$ cat config.mk
export PLATFORM = sky130hd
export DESIGN_NAME = rcs_suffix_max
export DESIGN_NICKNAME = d
export VERILOG_FILES = /design/src/rtl/rcs_pkg.sv /design/src/rtl/rcs_fp_add.sv /design/src/rtl/rcs_fp_ge.sv /design/src/rtl/rcs_max_track.sv /design/src/rtl/rcs_suffix_max.sv
export SDC_FILE = /design/constraint.sdc
export NUM_CORES = 1
export LEC_CHECK = 0
export BUFFER_PORTS_ARGS = -buffer_cell sky130_fd_sc_hd__buf_2
export CAP_MARGIN = 20
export CORE_MARGIN = 5
export CORE_UTILIZATION = 66
export DETAILED_ROUTE_END_ITERATION = 7
export GPL_ROUTABILITY_DRIVEN = 0
export PLACE_DENSITY = 0.93
export SYNTH_ARGS = -nofsm -noshare
export SYNTH_HDL_FRONTEND = slang
export SYNTH_SLANG_ARGS = --single-unit
$ cat constraint.sdc
create_clock -name clk -period 14.28 [get_ports clk]
set_input_delay 0.714 -clock clk [delete_from_list [all_inputs] [get_ports clk]]
set_output_delay 0.714 -clock clk [all_outputs]
set_load 0.02 [all_outputs]
$ cat src/rtl/rcs_pkg.sv
package rcs_pkg;

   localparam int FP_W    = 32;
   localparam int ADD_LAT = 3;

   typedef enum logic [1:0] {
      ST_IDLE,
      ST_RUN,
      ST_DRAIN
   } scan_state_e;

   // Maps a binary32 pattern onto an unsigned key with the same ordering.
   function automatic logic [FP_W-1:0] fp_key(input logic [FP_W-1:0] x);
      return x[FP_W-1] ? ~x : (x | {1'b1, {(FP_W-1){1'b0}}});
   endfunction

   // Position of the highest set bit of a 28-bit word (0 when empty).
   function automatic logic [4:0] msb28(input logic [27:0] x);
      logic [4:0] p;
      p = '0;
      for (int i = 0; i < 28; i++) begin
         if (x[i]) p = 5'(i);
      end
      return p;
   endfunction

endpackage

$ cat src/rtl/rcs_fp_add.sv
module rcs_fp_add
   import rcs_pkg::*;
(
   input  logic            clk,
   input  logic            rst_n,
   input  logic            in_v,
   input  logic [FP_W-1:0] op_a,
   input  logic [FP_W-1:0] op_b,
   output logic            out_v,
   output logic [FP_W-1:0] sum
);

   // ---------------- stage 1: unpack, flush subnormals, order by magnitude
   logic [30:0] mag_a, mag_b;
   logic        swap;
   logic [FP_W-1:0] big, sml;

   always_comb begin
      mag_a = (op_a[30:23] == 8'd0) ? 31'd0 : op_a[30:0];
      mag_b = (op_b[30:23] == 8'd0) ? 31'd0 : op_b[30:0];
      swap  = mag_b > mag_a;
      big   = swap ? {op_b[31], mag_b} : {op_a[31], mag_a};
      sml   = swap ? {op_a[31], mag_a} : {op_b[31], mag_b};
   end

   logic        s1_v, s1_sign, s1_sub;
   logic [7:0]  s1_exp, s1_diff;
   logic [23:0] s1_mbig, s1_msml;

   always_ff @(posedge clk or negedge rst_n) begin
      if (!rst_n) s1_v <= 1'b0;
      else        s1_v <= in_v;
   end

   always_ff @(posedge clk) begin
      s1_sign <= big[31];
      s1_sub  <= big[31] ^ sml[31];
      s1_exp  <= big[30:23];
      s1_diff <= big[30:23] - sml[30:23];
      s1_mbig <= (big[30:23] == 8'd0) ? 24'd0 : {1'b1, big[22:0]};
      s1_msml <= (sml[30:23] == 8'd0) ? 24'd0 : {1'b1, sml[22:0]};
   end

   // ---------------- stage 2: align the smaller operand and add or subtract
   logic [26:0] aligned;
   logic [27:0] raw;

   always_comb begin
      aligned = (s1_diff > 8'd26) ? 27'd0 : ({s1_msml, 3'b000} >> s1_diff);
      raw     = s1_sub ? ({1'b0, s1_mbig, 3'b000} - {1'b0, aligned})
                       : ({1'b0, s1_mbig, 3'b000} + {1'b0, aligned});
   end

   logic        s2_v, s2_sign;
   logic [7:0]  s2_exp;
   logic [27:0] s2_sum;

   always_ff @(posedge clk or negedge rst_n) begin
      if (!rst_n) s2_v <= 1'b0;
      else        s2_v <= s1_v;
   end

   always_ff @(posedge clk) begin
      s2_sign <= s1_sign;
      s2_exp  <= s1_exp;
      s2_sum  <= raw;
   end

   // ---------------- stage 3: normalise, truncate, pack
   logic [4:0]        lead;
   logic [27:0]       norm;
   logic signed [9:0] exp_new;
   logic [FP_W-1:0]   packed_res;

   always_comb begin
      lead    = msb28(s2_sum);
      norm    = (lead == 5'd27) ? (s2_sum >> 1) : (s2_sum << (5'd26 - lead));
      exp_new = $signed({2'b00, s2_exp}) + $signed({5'b00000, lead}) - 10'sd26;
      if (s2_sum == 28'd0 || exp_new <= 10'sd0) packed_res = '0;
      else if (exp_new >= 10'sd255)             packed_res = {s2_sign, 8'hFF, 23'd0};
      else                                      packed_res = {s2_sign, exp_new[7:0], norm[25:3]};
   end

   always_ff @(posedge clk or negedge rst_n) begin
      if (!rst_n) out_v <= 1'b0;
      else        out_v <= s2_v;
   end

   always_ff @(posedge clk) sum <= packed_res;

   assert_add_latency_R4: assert property (@(posedge clk) disable iff (!rst_n)
      in_v |-> ##3 out_v);

endmodule

$ cat src/rtl/rcs_fp_ge.sv
module rcs_fp_ge
   import rcs_pkg::*;
(
   input  logic [FP_W-1:0] lhs,
   input  logic [FP_W-1:0] rhs,
   output logic            ge
);

   assign ge = fp_key(lhs) >= fp_key(rhs);

endmodule

$ cat src/rtl/rcs_max_track.sv
module rcs_max_track
   import rcs_pkg::*;
#(
   parameter int AW           = 8,
   parameter bit TIE_LOW_WINS = 1'b1
) (
   input  logic            clk,
   input  logic            rst_n,
   input  logic            clear,
   input  logic            upd,
   input  logic [FP_W-1:0] val,
   input  logic [AW-1:0]   bin,
   output logic [FP_W-1:0] max_val,
   output logic [AW-1:0]   max_bin
);

   logic have_q;
   logic cmp_ge;
   logic better;

   // Later visits carry lower bins: ">=" hands ties to the lower bin,
   // strict ">" keeps the higher one.
   generate
      if (TIE_LOW_WINS) begin : g_tie_low
         rcs_fp_ge u_cmp (.lhs(val), .rhs(max_val), .ge(cmp_ge));
         assign better = cmp_ge;
      end else begin : g_tie_high
         rcs_fp_ge u_cmp (.lhs(max_val), .rhs(val), .ge(cmp_ge));
         assign better = !cmp_ge;
      end
   endgenerate

   always_ff @(posedge clk or negedge rst_n) begin
      if (!rst_n) begin
         have_q  <= 1'b0;
         max_val <= '0;
         max_bin <= '0;
      end else if (clear) begin
         have_q  <= 1'b0;
      end else if (upd && (!have_q || better)) begin
         have_q  <= 1'b1;
         max_val <= val;
         max_bin <= bin;
      end
   end

   assert_max_stable_R5: assert property (@(posedge clk) disable iff (!rst_n)
      !(clear || upd) |=> ($stable(max_val) && $stable(max_bin)));

endmodule

$ cat src/rtl/rcs_suffix_max.sv
module rcs_suffix_max
   import rcs_pkg::*;
#(
   parameter  int NBIN         = 256,
   parameter  bit TIE_LOW_WINS = 1'b1,
   localparam int AW           = $clog2(NBIN)
) (
   input  logic            clk,
   input  logic            rst_n,
   input  logic            start,
   output logic            done,
   output logic            rd_en,
   output logic [AW-1:0]   rd_addr,
   input  logic [FP_W-1:0] rd_data,
   output logic            wr_en,
   output logic [AW-1:0]   wr_addr,
   output logic [FP_W-1:0] wr_data,
   output logic [FP_W-1:0] max_val,
   output logic [AW-1:0]   max_bin
);

   localparam logic [1:0] PH_READ = 2'd0;
   localparam logic [1:0] PH_ADD  = 2'd1;
   localparam logic [1:0] PH_LAST = 2'(ADD_LAT - 1);

   generate
      if (NBIN < 2) begin : g_bad_nbin
         $error("rcs_suffix_max: NBIN must be at least 2");
      end
      if (ADD_LAT != 3) begin : g_bad_lat
         $error("rcs_suffix_max: phase counter sized for an adder latency of 3");
      end
   endgenerate

   scan_state_e     state_q;
   logic [1:0]      phase_q;
   logic [AW-1:0]   bin_q, wbin_q;
   logic            first_q, done_q;
   logic            accept;
   logic            add_in_v, add_out_v;
   logic [FP_W-1:0] add_b, add_sum;

   assign accept = (state_q == ST_IDLE) && start;

   always_ff @(posedge clk or negedge rst_n) begin
      if (!rst_n) begin
         state_q <= ST_IDLE;
         phase_q <= PH_READ;
         bin_q   <= '0;
         wbin_q  <= '0;
         first_q <= 1'b0;
         done_q  <= 1'b0;
      end else begin
         done_q <= 1'b0;
         unique case (state_q)
            ST_IDLE: begin
               if (start) begin
                  state_q <= ST_RUN;
                  phase_q <= PH_READ;
                  bin_q   <= AW'(NBIN - 1);
                  wbin_q  <= AW'(NBIN - 1);
                  first_q <= 1'b1;
               end
            end
            ST_RUN: begin
               phase_q <= (phase_q == PH_LAST) ? PH_READ : phase_q + 2'd1;
               if (phase_q == PH_ADD) first_q <= 1'b0;
               if (phase_q == PH_LAST) begin
                  if (bin_q == '0) state_q <= ST_DRAIN;
                  else             bin_q   <= bin_q - 1'b1;
               end
            end
            ST_DRAIN: begin
               if (add_out_v && wbin_q == '0) begin
                  state_q <= ST_IDLE;
                  done_q  <= 1'b1;
               end
            end
            default: state_q <= ST_IDLE;
         endcase
         if (add_out_v && state_q != ST_IDLE) wbin_q <= wbin_q - 1'b1;
      end
   end

   assign rd_en    = (state_q == ST_RUN) && (phase_q == PH_READ);
   assign rd_addr  = bin_q;
   assign add_in_v = (state_q == ST_RUN) && (phase_q == PH_ADD);
   // Forward the previous integral straight from the adder output register.
   assign add_b    = first_q ? '0 : add_sum;

   rcs_fp_add u_add (
      .clk   (clk),
      .rst_n (rst_n),
      .in_v  (add_in_v),
      .op_a  (rd_data),
      .op_b  (add_b),
      .out_v (add_out_v),
      .sum   (add_sum)
   );

   assign wr_en   = add_out_v;
   assign wr_addr = wbin_q;
   assign wr_data = add_sum;
   assign done    = done_q;

   rcs_max_track #(.AW(AW), .TIE_LOW_WINS(TIE_LOW_WINS)) u_max (
      .clk     (clk),
      .rst_n   (rst_n),
      .clear   (accept),
      .upd     (add_out_v),
      .val     (add_sum),
      .bin     (wbin_q),
      .max_val (max_val),
      .max_bin (max_bin)
   );

   assert_read_descend_R1: assert property (@(posedge clk) disable iff (!rst_n)
      (rd_en && rd_addr != '0) |-> ##3 (rd_en && rd_addr == $past(rd_addr, 3) - 1'b1));

   assert_read_gap_R1: assert property (@(posedge clk) disable iff (!rst_n)
      rd_en |=> !rd_en);

   assert_write_after_read_R4: assert property (@(posedge clk) disable iff (!rst_n)
      rd_en |-> ##4 (wr_en && wr_addr == $past(rd_addr, 4)));

   assert_done_pulse_R6: assert property (@(posedge clk) disable iff (!rst_n)
      done |=> !done);

   assert_done_after_bin0_R6: assert property (@(posedge clk) disable iff (!rst_n)
      $rose(done) |-> ($past(wr_en) && $past(wr_addr) == '0));

endmodule

## Word level (Yosys, flattened, before mapping)

Index checks and enable logic that the tools add are counted.

- Bitwise logic cells: 4
- Add/subtract/negate cells: 9
- Reduce and logical (&&, ||, !) cells: 30
- Shift operators: 2
- Equality and inequality tests: 11
- Mux-type cells: 61
- Order comparisons: 5

Operator list:

| operator | count |
|---|---|
| $mux 32 | 5 |
| $mux 5 | 26 |
| $mux 31 | 3 |
| $not 32->32 | 2 |
| $logic_not 8->1 | 6 |
| $mux 24 | 2 |
| $mux 8 | 5 |
| $ge 32x32->1 | 1 |
| $gt 31x31->1 | 1 |
| $add 27x27->28 | 1 |
| $logic_not 28->1 | 1 |
| $mux 28 | 1 |
| $shl 28x5->26 | 1 |
| $sub 27x27->28 | 1 |
| $mux 27 | 1 |
| $shr 27x8->27 | 1 |
| $mux 26 | 1 |
| $pmux 8 s2 | 1 |
| $sub 8x1->8 const B | 2 |
| $mux 2 | 6 |
| $ne 2x2->1 const B | 6 |
| $ge 10x9->1 const B | 1 |
| $le 10x1->1 const B | 1 |
| $reduce_bool 2->1 | 5 |
| other kinds (23) | 41 |

- Register bits after elaboration: 201
- Logic and storage cells: 147
- Output and inout bits: 91

## Logic depth before layout (Yosys ltp)

- Depth after elaboration: 32
- Depth in mapped cells: 25
- Depth with buffers taken out: 22

## By module

From an unflattened synthesis, not the netlist that was laid out.

- Cell total of the unflattened synthesis: 1818
- Area total of the unflattened synthesis: 15782.6 µm²

Modules (own cells, without submodules):

| module | area an instance (µm²) | instances | cells each |
|---|---|---|---|
| rcs_fp_add | 11557.3 | 1 | 1431 |
| rcs_max_track | 1561.5 | 1 | 89 |
| rcs_suffix_max | 1386.3 | 1 | 148 |
| rcs_fp_ge | 1277.5 | 1 | 150 |

## Worst setup path before layout

OpenSTA, ideal clock, no wires.

- Path type: register -> register
- Start: register u_add.s2_sum[19]
- End: register u_add.sum[16]
- Stages on the path, launching flop included: 21
- Clock period less this slack: 4863 ps
- Arrival: 4734 ps
- Required time: 14150 ps
- Library setup time: 130 ps
- Path buffers: 2
- Slack: 9417 ps
- Cell sequence: dfxtp_1 -> or3_1 -> o311ai_1 -> a221oi_2 -> nor2_2 -> inv_2 -> buf_2 -> ha_1 -> fa_1 -> a21o_1 -> a21oi_1 -> xnor2_1 -> nand2b_1 -> o21ai_1 -> mux2_2 -> or3_1 -> a21oi_1 -> nand3_1 -> nand3_1 -> clkbuf_1 -> nor3_1

- Cells in the longest elaborated chain, start to end: 14
- Elaborated cells between the ends (all ways): 20

RTL lines:

| item | RTL line | text |
|---|---|---|
| from (decl) | rcs_fp_add.sv:56 | `logic [27:0] s2_sum;` |
| from (signal assigned) | rcs_fp_add.sv:66 | `s2_sum <= raw;` |
| $mux 5 (9 in a row) | rcs_pkg.sv:22 | `if (x[i]) p = 5'(i);` |
| $add 8x5->9 | rcs_fp_add.sv:78 | `exp_new = $signed({2'b00, s2_exp}) + $signed({5'b00000, lead}) - 10'sd26;` |
| $sub 10x6->10 | rcs_fp_add.sv:78 |  |
| $le 10x1->1 | rcs_fp_add.sv:79 | `if (s2_sum == 28'd0 \|\| exp_new <= 10'sd0) packed_res = '0;` |
| $logic_or 1x1->1 | rcs_fp_add.sv:79 |  |
| $reduce_or 2->1 (no source line) | n/a |  |
| to (signal assigned) | rcs_fp_add.sv:89 | `always_ff @(posedge clk) sum <= packed_res;` |
| to (decl) | rcs_fp_add.sv:10 | `output logic [FP_W-1:0] sum` |

Parallel ways exist; a longest one is shown, timed or not.
A chain may end at the register's enable or synchronous reset.

## Final worst setup path

- Start: register u_add.s2_sum[8]
- End: register u_add.sum[16]

- Cells in the longest elaborated chain, start to end: 25
- Elaborated cells between the ends (all ways): 31

RTL lines:

| item | RTL line |
|---|---|
| $mux 5 (20 in a row) | rcs_pkg.sv:22 |
| $add 8x5->9 | rcs_fp_add.sv:78 |
| $sub 10x6->10 | rcs_fp_add.sv:78 |
| $le 10x1->1 | rcs_fp_add.sv:79 |
| $logic_or 1x1->1 | rcs_fp_add.sv:79 |
| $reduce_or 2->1 (no source line) | n/a |

Parallel ways exist; a longest one is shown, timed or not.

==> flow_summary_export.csv <==
group,metric,value,unit
synth,yosysWarnings,0,
synth,avgSynthCellArea,8.33,um2
clock_network,clk_latency,0.52,ns
clock_network,htree_levels,1,
route,dr_total_vias,15400,
floorplanning,fp.dieH,162,um
route,routed_wl,51400,um
synth,synth_area,15300,um2
floorplanning,fp.dieW,162,um
clock_network,clk_pin_slew,0.07,ns
synth,netlist_instances,1831,
synth,synth_area_leaders,"dfxtp_1 18%, dfrtp_1 11%, ha_1 10%, mux2i_1 5.6%, mux2_2 4.8%",
sta,period_needed,6.78,ns
clock_network,root_buffer,"clkbuf_16",
synth,yosysUniqueCellTypes,94,
critical_path,cp-endpoint,"u_add.sum[16]",
route,drt_pass1_iterations,8,
cells_and_area,final_nets,2061,
route,antenna_left,0,
clock_network,clk_path_buf_depth,3,
sta,report.final.slew_viol_count,0,
sta,clock_skew,0.0201,ns
critical_path,worst_setup_path_start_kind,"register",
route,wire_per_inst,23.3,um
clock_network,postCtsResizedCells,0,
global_route,grt_first_pass_wirelength,80200,um
global_route,grt_overflow,0,
clock_network,cts_tree,"done",
critical_path,rrSetupSlack,7.50,ns
floorplanning,ioPinCount,126,
synth,ys_seq_area_share,28.5,%
cells_and_area,layout-drive-gt1-share,15.2,%
route,viasPerCell,7.01,
place,io_buffers,125,
critical_path,worstPathRequired,14.69,ns
sta,tns,0,ns
global_route,grt_pass1_vias,14700,
floorplanning,coreArea,22700,um2
critical_path,critical_path_class,"reg -> reg",
floorplanning,start_util,67.2,%
critical_path,r2r-start,"u_add.s2_sum[8]",
critical_path,worstSetupStartpoint,"u_add.s2_sum[8]",
synth,synth_top_area_cell,"dfxtp_1",
synth,syn_nets,1992,
critical_path,end_kind,"register",
cells_and_area,antenna_cells,0,
clock_network,cts_hold_buffers,0,
route,drtIter0Drc,2775,
synth,synth-edff-count,0,
synth,synthArstFlopShare,32.8,%
sta,relSlewSlack,22.9,%
place,dp_hpwl,36000,um
synth,synth_flop_cell,"dfxtp_1",
global_route,grtUsageTotal,37.5,%
global_route,grt_max_degree,94,
synth,ys_ff_latch,201,
sta,finalHoldViolCount,0,
min_path,min_from,"u_add.s1_sign",
sta,fmax,147,MHz
critical_path,critPathMaxFanout,23,
cells_and_area,nFillCells,1400,
sta,min_period_over_period,47.5,%
synth,synth_top_area_share,17.7,%
clock_network,cts_setup_buffers,0,
floorplanning,std_cell_rows,55,
clock_network,cts_buffers,24,
critical_path,reg2reg_depth,18,
sta,tightest_slew,1.15,ns
critical_path,r2r-end,"u_add.sum[16]",
run,max_cap_viol_count,0,
cells_and_area,multiInputGateArea,10100,um2
route,drc,0,
global_route,grt_antenna_before_repair,1,
critical_path,crit_arrival,7.19,ns
sta,setup_violations,0,
cells_and_area,register_area,4360,um2
floorplanning,die_area,26300,um2
outcome,status,"finished clean",
min_path,worstHoldPathType,"reg -> reg",
sta,rsz0062_at_grt,"no",
clock_network,cts_sinks,201,
cells_and_area,area_delta_synth_final,9.74,%
## worst min-delay path by stage
stage                      endpoint  cells after the start
floorplan           u_add.s2_exp[0]                      0
global placement    u_add.s2_exp[6]                      0
detailed placement  u_add.s2_exp[4]                      0
CTS                 u_add.s2_exp[4]                      0
global route        u_add.s2_exp[6]                      0
finish                u_add.s2_sign                      0
## state kept, by name, summed over array words and instances, names as in the netlist, 2 cells and up
name	flops
phase_q	2
rd_addr	8
state_q	2
u_add.s1_diff	8
u_add.s1_exp	8
u_add.s1_mbig	24
u_add.s1_msml	24
u_add.s2_exp	8
u_add.s2_sum	28
u_add.sum	32
u_max.max_bin	8
u_max.max_val	32
wr_addr	8
## metrics by stage
step	cell area, um2	hold WS [ns]	setup slack (ns)	instances	util [%]
2_1_floorplan	15300	0.310	9.42	1831	-
3_3_place_gp	16000	0.311	8.50	2158	70.3
3_5_place_dp	16000	0.316	8.09	2158	70.3
4_1_cts	16700	0.327	7.85	2202	73.7
5_1_grt	16700	0.338	7.40	2203	73.7
6_report	16700	0.329	7.50	2203	73.7
## layout by cell type, fill, tap and decap left out, types with 9 or more instances in the layout
cell type  instances
nand4_1           15
mux2i_1           86
mux2_2            65
nor2b_1           28
a31oi_1           15
nor2_1           142
nand3_1           48
a21o_1            25
nand2_1          191
nor4_1            18
o22ai_1           19
xor2_1            39
nand2b_1          24
inv_1            115
nor3_1            43
o21bai_1          13
xnor2_1           75
buf_4             12
o21ai_0          118
and3_1            14
ha_1             124
mux4_2            16
or3_1             17
dfrtp_1           66
a211oi_1          16
buf_2            125
or4_1             11
a21oi_1          119
clkbuf_16         26
dfxtp_1          133
a22oi_1            9
## area by class of cell
class | count | area share, %
Clock buffer | 31 | 4.12
Clock inverter | 13 | 0.546
Inverter | 117 | 2.62
Multi-Input combinational cell | 1418 | 60.3
Sequential cell | 201 | 26.0
Tap cell | 285 | 2.13
Timing Repair Buffer | 138 | 4.31
## critical path: stages, from the launching register on
cell       delay, ns
dfxtp_1         0.51
nor2_1          0.08
a2111oi_0       0.67
a221o_1         0.27
a221oi_2        0.11
nor2_2          0.69
inv_2           0.45
ha_1            0.36
fa_1            0.40
a21o_1          0.17
a21oi_1         0.27
xnor2_1         0.25
nand2b_1        0.20
o21ai_1         0.29
mux2_2          0.23
o21ai_0         0.09
a211oi_1        0.42
nand3_1         0.72
nor3_1          0.48
## layer usage
metal	part of all wire, %	track usage, %	vias up
li1	-	-	6647
met1	35	47.4	7034
met2	43	58.8	1364
met3	13	8.53	389
met4	8.4	22.4	2
met5	0.021	0	-
## cell usage after synthesis, types with 15 or more instances
master	n
ha_1	124
o22ai_1	19
nor2_1	142
nor4_1	19
a31oi_1	15
mux2i_1	86
nor2b_1	28
nand3_1	49
nand4_1	15
mux4_2	16
dfxtp_1	135
a211oi_1	16
nand2b_1	24
a21o_1	25
clkbuf_1	64
inv_1	115
xor2_1	39
o21ai_0	118
xnor2_1	75
nand2_1	191
or3_1	17
a21oi_1	119
nor3_1	43
mux2_2	65
dfrtp_1	66
## cell families after synthesis
group                    count (synthesis)  share of synthesized area [%]
multiplexers                           168                           13.0
AND/OR/NAND/NOR                        584                           18.2
adder cells (fa/ha/maj)                126                           10.4
buffers and inverters                  212                           5.45
AO/OA/AOI/OAI                          425                           17.7
XOR/XNOR                               115                           6.65
flip-flops                             201                           28.5
Power is left out: the tool's default activity adds up to more than one toggle a clock period on the data nets, which glitch-free logic cannot reach.
